### config.mk
export PLATFORM = sky130hd
export DESIGN_NAME = chan_stall_inj
export DESIGN_NICKNAME = d
export VERILOG_FILES = /design/src/rtl/stall_inj_pkg.sv /design/src/rtl/stall_lfsr.sv /design/src/rtl/stall_decide.sv /design/src/rtl/stall_counter.sv /design/src/rtl/chan_stall_inj.sv
export SDC_FILE = /design/constraint.sdc
export NUM_CORES = 1
export LEC_CHECK = 0
export ABC_AREA = 1
export BUFFER_PORTS_ARGS = -buffer_cell sky130_fd_sc_hd__buf_2
export CAP_MARGIN = 20
export CORE_ASPECT_RATIO = 1.75
export CORE_UTILIZATION = 60
export CTS_CLUSTER_DIAMETER = 60
export DETAILED_ROUTE_END_ITERATION = 10
export MAX_ROUTING_LAYER = met4
export PLACE_DENSITY = 0.91
export SLEW_MARGIN = 30
export SYNTH_ARGS = -nofsm -noshare
export SYNTH_HDL_FRONTEND = slang
export SYNTH_SLANG_ARGS = --single-unit
### constraint.sdc
create_clock -name clk_i -period 9 [get_ports clk_i]
set_clock_uncertainty 0.2 [all_clocks]
set_input_delay 1.35 -clock clk_i [delete_from_list [all_inputs] [get_ports clk_i]]
set_output_delay 1.35 -clock clk_i [all_outputs]
set_load 0.05 [all_outputs]
### src/rtl/stall_inj_pkg.sv
package stall_inj_pkg;

  // register select codes
  localparam logic [2:0] REG_CTRL  = 3'd0;
  localparam logic [2:0] REG_STALL = 3'd1;
  localparam logic [2:0] REG_LFSR0 = 3'd2;  // seed at +0, poly at +1, per LFSR stride 2

  // control bits
  localparam int unsigned CT_BYPASS = 0;
  localparam int unsigned CT_EN0    = 1;

  // flag offsets above the length and threshold fields
  localparam int unsigned FL_RAND   = 0;
  localparam int unsigned FL_MASK   = 1;
  localparam int unsigned FL_UNC    = 2;
  localparam int unsigned FL_UNCA   = 3;
  localparam int unsigned FL_COND   = 4;
  localparam int unsigned FL_CONDA  = 5;
  localparam int unsigned FL_RETRIG = 6;
  localparam int unsigned FL_RMAX   = 7;
  localparam int unsigned FLAG_N    = 8;

  // trigger source order
  localparam int unsigned TR_RERR = 0;
  localparam int unsigned TR_BERR = 1;
  localparam int unsigned TR_WLST = 2;
  localparam int unsigned TR_ARHS = 3;
  localparam int unsigned TR_AWHS = 4;
  localparam int unsigned TRIG_N  = 5;

  localparam int unsigned LFSR_N  = 2;  // 0 decision, 1 length

endpackage

### src/rtl/stall_lfsr.sv
module stall_lfsr #(
  parameter int unsigned W = 32
) (
  input  logic         clk_i,
  input  logic         rst_ni,
  input  logic         en_i,
  input  logic         seed_we_i,
  input  logic         poly_we_i,
  input  logic [W-1:0] wdata_i,
  output logic [W-1:0] state_o
);

  logic [W-1:0] seed_q, poly_q, state_q;
  logic [W-1:0] state_d, step;

  always_comb begin
    step    = (state_q >> 1) ^ (state_q[0] ? poly_q : '0);
    state_d = state_q;
    if (seed_we_i) begin
      state_d = wdata_i;
    end else if (en_i) begin
      state_d = (step == '0) ? seed_q : step;
    end
  end

  always_ff @(posedge clk_i or negedge rst_ni) begin
    if (!rst_ni) begin
      seed_q  <= '1;
      poly_q  <= '1;
      state_q <= '1;
    end else begin
      if (seed_we_i) seed_q <= wdata_i;
      if (poly_we_i) poly_q <= wdata_i;
      if (seed_we_i || en_i) state_q <= state_d;
    end
  end

  assign state_o = state_q;


  seed_load_chk: assert property (@(posedge clk_i) disable iff (!rst_ni)
    seed_we_i |=> state_q == $past(wdata_i));


  hold_chk: assert property (@(posedge clk_i) disable iff (!rst_ni)
    (!en_i && !seed_we_i) |=> $stable(state_q));


  nonzero_chk: assert property (@(posedge clk_i) disable iff (!rst_ni)
    (en_i && !seed_we_i && !poly_we_i && seed_q != '0 && state_q != '0) |=> state_q != '0);

endmodule

### src/rtl/stall_decide.sv
module stall_decide #(
  parameter int unsigned DLY_W  = 9,
  parameter int unsigned PROB_W = 8
) (
  input  logic [PROB_W-1:0] prob_draw_i,
  input  logic [DLY_W-1:0]  dly_draw_i,
  input  logic [PROB_W-1:0] thresh_i,
  input  logic              mask_mode_i,
  input  logic              rand_en_i,
  input  logic [DLY_W-1:0]  delay_i,
  output logic              prob_hit_o,
  output logic [DLY_W-1:0]  new_dly_o
);

  localparam int unsigned PROD_W = 2 * DLY_W;

  logic [PROD_W-1:0] scaled;

  always_comb begin
    if (mask_mode_i) prob_hit_o = (prob_draw_i & thresh_i) == '0;
    else             prob_hit_o = prob_draw_i < thresh_i;

    // draw in [0, 2^DLY_W) scaled onto [0, delay), then shifted to [1, delay]
    scaled = PROD_W'(dly_draw_i) * PROD_W'(delay_i);
    if (delay_i == '0)  new_dly_o = '0;
    else if (rand_en_i) new_dly_o = scaled[PROD_W-1:DLY_W] + DLY_W'(1);
    else                new_dly_o = delay_i;
  end

endmodule

### src/rtl/stall_counter.sv
module stall_counter #(
  parameter int unsigned DLY_W = 9,
  parameter int unsigned CNT_W = 12
) (
  input  logic             clk_i,
  input  logic             rst_ni,
  input  logic             bypass_i,
  input  logic             start_i,
  input  logic             retrig_i,
  input  logic             max_mode_i,
  input  logic [DLY_W-1:0] new_dly_i,
  output logic             busy_o
);

  logic [CNT_W-1:0] cnt_q, cnt_d, dec, ext;
  logic [CNT_W:0]   sum;

  always_comb begin
    ext   = CNT_W'(new_dly_i);
    dec   = (cnt_q == '0) ? '0 : cnt_q - CNT_W'(1);
    sum   = {1'b0, dec} + {1'b0, ext};
    cnt_d = dec;
    if (bypass_i) begin
      cnt_d = '0;
    end else if (cnt_q == '0) begin
      cnt_d = start_i ? ext : '0;
    end else if (retrig_i) begin
      if (max_mode_i) cnt_d = (dec > ext) ? dec : ext;
      else            cnt_d = sum[CNT_W] ? '1 : sum[CNT_W-1:0];
    end
  end

  always_ff @(posedge clk_i or negedge rst_ni) begin
    if (!rst_ni) cnt_q <= '0;
    else         cnt_q <= cnt_d;
  end

  assign busy_o = cnt_q != '0;


  bypass_clear_chk: assert property (@(posedge clk_i) disable iff (!rst_ni)
    bypass_i |=> cnt_q == '0);


  countdown_chk: assert property (@(posedge clk_i) disable iff (!rst_ni)
    (cnt_q > CNT_W'(1) && !bypass_i && !retrig_i) |=> cnt_q == $past(cnt_q) - CNT_W'(1));


  retrig_max_chk: assert property (@(posedge clk_i) disable iff (!rst_ni)
    (cnt_q != '0 && !bypass_i && retrig_i && max_mode_i) |=> cnt_q >= CNT_W'($past(new_dly_i)));

endmodule

### src/rtl/chan_stall_inj.sv
module chan_stall_inj
  import stall_inj_pkg::*;
#(
  parameter int unsigned DATA_W = 32,
  parameter int unsigned REG_W  = 32,
  parameter int unsigned LFSR_W = 32,
  parameter int unsigned DLY_W  = 9,
  parameter int unsigned PROB_W = 8
) (
  input  logic              clk_i,
  input  logic              rst_ni,
  input  logic              reg_we_i,
  input  logic [2:0]        reg_addr_i,
  input  logic [REG_W-1:0]  reg_wdata_i,
  output logic [LFSR_W-1:0] prob_state_o,
  output logic [LFSR_W-1:0] dly_state_o,
  input  logic              s_valid_i,
  output logic              s_ready_o,
  input  logic [DATA_W-1:0] s_data_i,
  output logic              m_valid_o,
  input  logic              m_ready_i,
  output logic [DATA_W-1:0] m_data_o,
  input  logic              mon_rvalid_i,
  input  logic [1:0]        mon_rresp_i,
  input  logic              mon_bvalid_i,
  input  logic [1:0]        mon_bresp_i,
  input  logic              mon_wvalid_i,
  input  logic              mon_wlast_i,
  input  logic              mon_arvalid_i,
  input  logic              mon_arready_i,
  input  logic              mon_awvalid_i,
  input  logic              mon_awready_i
);

  localparam int unsigned CNT_W  = DLY_W + 3;
  localparam int unsigned F_BASE = DLY_W + PROB_W;
  localparam int unsigned T_BASE = F_BASE + FLAG_N;
  localparam int unsigned CFG_W  = T_BASE + TRIG_N;
  localparam int unsigned CTRL_W = 1 + LFSR_N;

  // reset: asserted asynchronously, released on the clock
  logic [1:0] rst_pipe_q;
  logic       rst_n;

  always_ff @(posedge clk_i or negedge rst_ni) begin
    if (!rst_ni) rst_pipe_q <= '0;
    else         rst_pipe_q <= {rst_pipe_q[0], 1'b1};
  end
  assign rst_n = rst_pipe_q[1];

  // control and stall configuration registers
  logic [CTRL_W-1:0] ctrl_q, ctrl_d;
  logic [CFG_W-1:0]  cfg_q, cfg_d;
  logic              ctrl_we, cfg_we;

  always_comb begin
    ctrl_we = reg_we_i && (reg_addr_i == REG_CTRL);
    cfg_we  = reg_we_i && (reg_addr_i == REG_STALL);
    ctrl_d  = ctrl_we ? reg_wdata_i[CTRL_W-1:0] : ctrl_q;
    cfg_d   = cfg_we  ? reg_wdata_i[CFG_W-1:0]  : cfg_q;
  end

  always_ff @(posedge clk_i or negedge rst_n) begin
    if (!rst_n) begin
      ctrl_q <= CTRL_W'(1) << CT_BYPASS;
      cfg_q  <= '0;
    end else begin
      if (ctrl_we) ctrl_q <= ctrl_d;
      if (cfg_we)  cfg_q  <= cfg_d;
    end
  end

  logic              bypass;
  logic [DLY_W-1:0]  cfg_delay;
  logic [PROB_W-1:0] cfg_thresh;
  logic [FLAG_N-1:0] flg;
  logic [TRIG_N-1:0] trig_sel;

  assign bypass     = ctrl_q[CT_BYPASS];
  assign cfg_delay  = cfg_q[DLY_W-1:0];
  assign cfg_thresh = cfg_q[F_BASE-1:DLY_W];
  assign flg        = cfg_q[T_BASE-1:F_BASE];
  assign trig_sel   = cfg_q[CFG_W-1:T_BASE];

  // LFSR bank
  logic [LFSR_W-1:0] lfsr_state [LFSR_N];

  for (genvar g = 0; g < LFSR_N; g++) begin : g_lfsr
    localparam logic [2:0] A_SEED = 3'(REG_LFSR0 + 2 * g);
    localparam logic [2:0] A_POLY = 3'(REG_LFSR0 + 2 * g + 1);
    stall_lfsr #(.W(LFSR_W)) u_lfsr (
      .clk_i     (clk_i),
      .rst_ni    (rst_n),
      .en_i      (ctrl_q[CT_EN0 + g]),
      .seed_we_i (reg_we_i && (reg_addr_i == A_SEED)),
      .poly_we_i (reg_we_i && (reg_addr_i == A_POLY)),
      .wdata_i   (reg_wdata_i[LFSR_W-1:0]),
      .state_o   (lfsr_state[g])
    );
  end

  assign prob_state_o = lfsr_state[0];
  assign dly_state_o  = lfsr_state[1];

  // decision and length
  logic             prob_hit;
  logic [DLY_W-1:0] new_dly;

  stall_decide #(.DLY_W(DLY_W), .PROB_W(PROB_W)) u_decide (
    .prob_draw_i (lfsr_state[0][PROB_W-1:0]),
    .dly_draw_i  (lfsr_state[1][DLY_W-1:0]),
    .thresh_i    (cfg_thresh),
    .mask_mode_i (flg[FL_MASK]),
    .rand_en_i   (flg[FL_RAND]),
    .delay_i     (cfg_delay),
    .prob_hit_o  (prob_hit),
    .new_dly_o   (new_dly)
  );

  // trigger events
  logic [TRIG_N-1:0] trig_ev;
  logic              trig_hit, unc_hit, cond_hit;

  always_comb begin
    trig_ev          = '0;
    trig_ev[TR_RERR] = mon_rvalid_i && (mon_rresp_i != 2'b00);
    trig_ev[TR_BERR] = mon_bvalid_i && (mon_bresp_i != 2'b00);
    trig_ev[TR_WLST] = mon_wvalid_i && mon_wlast_i;
    trig_ev[TR_ARHS] = mon_arvalid_i && mon_arready_i;
    trig_ev[TR_AWHS] = mon_awvalid_i && mon_awready_i;
    trig_hit = |(trig_ev & trig_sel);
    unc_hit  = flg[FL_UNC] && (flg[FL_UNCA] || prob_hit);
    cond_hit = flg[FL_COND] && trig_hit && (flg[FL_CONDA] || prob_hit);
  end

  logic busy, stall;

  stall_counter #(.DLY_W(DLY_W), .CNT_W(CNT_W)) u_count (
    .clk_i      (clk_i),
    .rst_ni     (rst_n),
    .bypass_i   (bypass),
    .start_i    (unc_hit || cond_hit),
    .retrig_i   (flg[FL_RETRIG] && cond_hit),
    .max_mode_i (flg[FL_RMAX]),
    .new_dly_i  (new_dly),
    .busy_o     (busy)
  );

  assign stall     = busy && !bypass;
  assign m_valid_o = s_valid_i && !stall;
  assign s_ready_o = m_ready_i && !stall;
  assign m_data_o  = s_data_i;


  rand_range_chk: assert property (@(posedge clk_i) disable iff (!rst_n)
    (flg[FL_RAND] && cfg_delay != '0) |-> (new_dly >= DLY_W'(1) && new_dly <= cfg_delay));


  no_trig_start_chk: assert property (@(posedge clk_i) disable iff (!rst_n)
    (!busy && !bypass && !flg[FL_UNC] && trig_hit == 1'b0) |=> !busy);

endmodule

==> impl_results.html <==
<table>
<tr><th>Metric</th><th>Value</th></tr>
<tr><th colspan="2">Setup path</th></tr>
<tr><td>Type of element launching the critical path</td><td>flop</td></tr>
<tr><td>Critical register-to-register path startpoint</td><td>g_lfsr[1].u_lfsr.state_o[2]</td></tr>
<tr><td>Reg2Reg Capture Point</td><td>u_count.cnt_q[1]</td></tr>
<tr><td>Cell type of the slowest stage on the worst timing path</td><td>sky130_fd_sc_hd__dfstp_2</td></tr>
<tr><td>Data required time of the critical path</td><td>9270 ps</td></tr>
<tr><td>Worst Reg-to-Reg Cells</td><td>36</td></tr>
<tr><td>Maximum single-stage delay on the critical path</td><td>640 ps</td></tr>
<tr><td>Setup slack, reg-to-reg</td><td>1400 ps</td></tr>
<tr><td>Sort of element at the end of the critical path</td><td>flop</td></tr>
<tr><td>Max FO, Critical Path</td><td>11</td></tr>
<tr><td>Data arrival time at the worst-slack endpoint</td><td>7880 ps</td></tr>
<tr><td>Kind of critical path</td><td>flop to flop</td></tr>
<tr><td>Cell type with the highest occurrence count on the critical path</td><td>sky130_fd_sc_hd__nand2_1</td></tr>
<tr><th colspan="2">STA</th></tr>
<tr><td>Worst Tran Pin Value</td><td>930 ps</td></tr>
<tr><td>Number of endpoints failing setup at the final stage</td><td>0</td></tr>
<tr><td>Max Clock Freq</td><td>132 MHz</td></tr>
<tr><td>Headroom to the max-slew limit</td><td>37.4%</td></tr>
<tr><td>Clock period minus final worst setup slack</td><td>7600 ps</td></tr>
<tr><td>Unrepaired setup endpoints after global routing</td><td>no</td></tr>
<tr><td>Final count of hold timing violations</td><td>0</td></tr>
<tr><td>Final Cycle Share</td><td>84.5%</td></tr>
<tr><td>Number of slew-limit violations in the final report</td><td>0</td></tr>
<tr><td>Summed negative setup slack over all endpoints</td><td>0 ps</td></tr>
<tr><td>Final setup slack of the worst path</td><td>1400 ps</td></tr>
<tr><th colspan="2">Routing</th></tr>
<tr><td>Number of DRC markers after the initial detailed-route iteration</td><td>1169</td></tr>
<tr><td>Wire length per cell after detailed routing</td><td>18.8 um</td></tr>
<tr><td>Post-route antenna net violation count</td><td>0</td></tr>
<tr><td>Vias/cell</td><td>5.80</td></tr>
<tr><td>Via count of the routed design</td><td>13631</td></tr>
<tr><td>DRT Pass-1 Iters</td><td>9</td></tr>
<tr><td>Wire length after detailed routing</td><td>44200 um</td></tr>
<tr><td>Residual DRC count</td><td>26</td></tr>
<tr><th colspan="2">Final layout</th></tr>
<tr><td>Core Util, Final</td><td>66.2%</td></tr>
<tr><td>Fraction of final layout cells sized beyond drive strength 1</td><td>21.4%</td></tr>
<tr><td>Number of nets in the layout</td><td>2216</td></tr>
<tr><td>Area used by multi-input combinational logic</td><td>7820 um^2</td></tr>
<tr><td>Most common library cell in the layout ignoring fill and taps</td><td>sky130_fd_sc_hd__nand2_1</td></tr>
<tr><td>Sequential cell area</td><td>6230 um^2</td></tr>
<tr><td>Final std cells w/o fill</td><td>2350</td></tr>
<tr><td>Synth-to-Final Area Change</td><td>8.05%</td></tr>
<tr><td>Filler Cells Inserted</td><td>2036</td></tr>
<tr><td>Most frequent cells in the layout</td><td>sky130_fd_sc_hd__nand2_1, sky130_fd_sc_hd__inv_1, sky130_fd_sc_hd__dfstp_2</td></tr>
<tr><td>Antenna diode instance count</td><td>0</td></tr>
<tr><th colspan="2">Job</th></tr>
<tr><td>Max capacitance violation total</td><td>0</td></tr>
<tr><th colspan="2">Synthesis</th></tr>
<tr><td>Share of synthesized cell area in full adder, half adder and majority cells</td><td>11.7%</td></tr>
<tr><td>Leading area contributor after synthesis</td><td>sky130_fd_sc_hd__dfstp_2</td></tr>
<tr><td>Multiplexer share of the synthesized area</td><td>0.755%</td></tr>
<tr><td>Largest family of logic cells by synthesized area</td><td>simple AND/OR/NAND/NOR gates</td></tr>
<tr><td>Area of the mapped netlist</td><td>15900 um^2</td></tr>
<tr><td>Synth unique cells</td><td>54</td></tr>
<tr><td>Simple-gate share of the synthesized area</td><td>19.6%</td></tr>
<tr><td>Sequential-to-total area share from yosys stat</td><td>39.1%</td></tr>
<tr><td>Proportion of netlist area held by the largest area contributor</td><td>31.9%</td></tr>
<tr><td>Complex-gate fraction of the synthesized area</td><td>12.0%</td></tr>
<tr><td>Number of nets in the synthesized netlist</td><td>2177</td></tr>
<tr><td>Leading cell types by total area after synthesis</td><td>sky130_fd_sc_hd__dfstp_2, sky130_fd_sc_hd__nand2_1, sky130_fd_sc_hd__inv_1</td></tr>
<tr><td>Xor-xnor portion of the synthesized cell area</td><td>4.67%</td></tr>
<tr><td>Number of flip-flops and latches in the synthesized netlist</td><td>239</td></tr>
<tr><td>Synthesized netlist cell count</td><td>1974</td></tr>
<tr><td>Synth Area per Inst</td><td>8.05 um^2</td></tr>
<tr><td>Yosys Warn Count</td><td>0</td></tr>
<tr><th colspan="2">Power</th></tr>
<tr><td>Leak pwr</td><td>8.82 nW</td></tr>
<tr><td>VDD IR max</td><td>275 uV</td></tr>
<tr><td>Overall power consumption</td><td>6.96 mW</td></tr>
<tr><td>Power per cell area</td><td>405 nW/um^2</td></tr>
<tr><th colspan="2">Floorplanning</th></tr>
<tr><td>Initial standard-cell utilization of the core</td><td>61.2%</td></tr>
<tr><td>Die Area</td><td>27200 um^2</td></tr>
<tr><td>Rows</td><td>78</td></tr>
<tr><td>Height of the die</td><td>217 um</td></tr>
<tr><td>I/O pin count</td><td>182</td></tr>
<tr><td>Die W</td><td>125 um</td></tr>
<tr><td>Core area</td><td>26000 um^2</td></tr>
<tr><th colspan="2">Global route</th></tr>
<tr><td>Grt total ovfl</td><td>0</td></tr>
<tr><td>First-pass GRT wire length</td><td>71100 um</td></tr>
<tr><td>Antenna violations before repair</td><td>0</td></tr>
<tr><td>Largest net degree at the start of global routing</td><td>78</td></tr>
<tr><td>Number of global-route vias before repair</td><td>14378</td></tr>
<tr><td>Global router's overall resource usage</td><td>34.3%</td></tr>
<tr><th colspan="2">Clock network</th></tr>
<tr><td>CTS Root Buffer Type</td><td>sky130_fd_sc_hd__clkbuf_16</td></tr>
<tr><td>CTS hold repair buffers</td><td>0</td></tr>
<tr><td>Number of buffers on the longest clock path</td><td>3</td></tr>
<tr><td>Post-CTS resize count</td><td>0</td></tr>
<tr><td>Clock tree from TritonCTS</td><td>built</td></tr>
<tr><td>Depth of the CTS H-tree</td><td>1</td></tr>
<tr><td>TritonCTS Sinks</td><td>239</td></tr>
<tr><td>Number of buffers created by CTS</td><td>23</td></tr>
<tr><td>Insertion delay to the later sink of the worst-skew pair</td><td>540 ps</td></tr>
<tr><td>Clock slew seen by the registers of the worst setup and hold paths</td><td>70 ps</td></tr>
<tr><td>Post-CTS Setup Bufs</td><td>0</td></tr>
<tr><th colspan="2">Place</th></tr>
<tr><td>Quantity of I/O buffers inserted on ports</td><td>117</td></tr>
<tr><td>Minimum setup slack after placement</td><td>1460 ps</td></tr>
<tr><td>Number of placed instances, taps included</td><td>2308</td></tr>
<tr><td>Detailed placer's ending HPWL</td><td>31700 um</td></tr>
<tr><td>RePlAce Congestion</td><td>0.968</td></tr>
<tr><th colspan="2">Worst hold path</th></tr>
<tr><td>Path type of the worst min-delay path</td><td>flop to asynchronous set/reset pin</td></tr>
<tr><th colspan="2">Status</th></tr>
<tr><td>Violations in the final reports</td><td>design-rule violations</td></tr>
<tr><td>Outcome</td><td>finished with violations</td></tr>
</table>
Yosys cell counts (all sizes together):
master	n
clkinv	2
inv	352
buf	52
nand3b	2
a221oi	1
xor2	79
conb	1
a2111oi	1
nor3b	2
o22ai	1
dfstp	193
o311ai	1
a2111o	1
a21o	1
o221ai	64
a31oi	3
nor4	12
o21bai	2
or4	4
clkbuf	62
xnor2	5
nand4	8
or2	4
fa	50
o211ai	3
and3	1
mux2i	12
a21oi	55
o21ai	184
nand3	57
a21boi	1
nand2	516
ha	69
nor3	6
dfrtp	46
a211o	1
nor2	120
power breakdown:
part           leakage (nW)  internal, mW  switching [mW]  total [mW]
Clock                 0.367         0.525           0.432       0.957
Combinational          5.86          1.32            2.80        4.12
Sequential             2.60          1.56           0.330        1.89
Total                  8.82          3.40            3.56        6.96
per-layer routing:
metal | wire length (um) | vias to the layer above | track usage, % | share of wire, %
met1 | 14700 | 6512 | 34.0 | 33
met4 | 3220 | 0 | 24.4 | 7.3
met3 | 2700 | 229 | 4.33 | 6.1
li1 | - | 6241 | - | -
met5 | 0 | - | - | 0
met2 | 23600 | 649 | 61.8 | 53
worst max-delay path: cells and delay by family (launching register included):
kind            cells  cell delay (ps)
simple gates        9              970
flops               1              640
fa+ha+maj           7             3030
xor+xnor            2              380
buf+inv             7              500
compound gates     11             1820
state kept, by name, summed over array words and instances, names as in the netlist:
register               cells
ctrl_q                     3
g_lfsr.u_lfsr.state_o     64
u_count.cnt_q             12
g_lfsr.u_lfsr.poly_q      64
cfg_q                     30
rst_pipe_q                 2
g_lfsr.u_lfsr.seed_q      64
logic make-up (layout without fill, tap and decap cells):
kind of cell,after synthesis,after routing
AND/OR/NAND/NOR,732,732
XOR/XNOR,84,84
other,1,1
multiplexers,12,12
flip-flops,239,239
buffers and inverters,468,524
AO/OA/AOI/OAI,319,319
adder cells (fa/ha/maj),119,119
how the worst max path moves through the flow:
| stage | end | slack, ps | start |
|---|---|---|---|
| 2_1_floorplan | u_count.cnt_q[1] | 1560 | g_lfsr[1].u_lfsr.state_o[0] |
| 3_3_place_gp | u_count.cnt_q[1] | 1600 | g_lfsr[1].u_lfsr.state_o[1] |
| 3_5_place_dp | u_count.cnt_q[1] | 1460 | g_lfsr[1].u_lfsr.state_o[2] |
| 4_1_cts | u_count.cnt_q[1] | 1440 | g_lfsr[1].u_lfsr.state_o[2] |
| 5_1_grt | u_count.cnt_q[9] | 750 | cfg_q[6] |
| 6_report | u_count.cnt_q[1] | 1400 | g_lfsr[1].u_lfsr.state_o[2] |
per-stage QoR:
step	hold slack, ps	instance area [um^2]
floorplan	131	15900
global placement	74.9	16400
detailed placement	80.7	16400
CTS	85.1	17200
global route	114	17200
finish	81.0	17200
area by class of cell:
cell class,instances,area share (%)
clock buffer,33,3.92
tap,320,2.33
timing repair buffer,128,3.93
sequential,239,36.2
clock inverter,9,0.350
inverter,354,7.73
multi-input combinational,1267,45.5
Note: power is estimated with default switching activity, not from simulation.
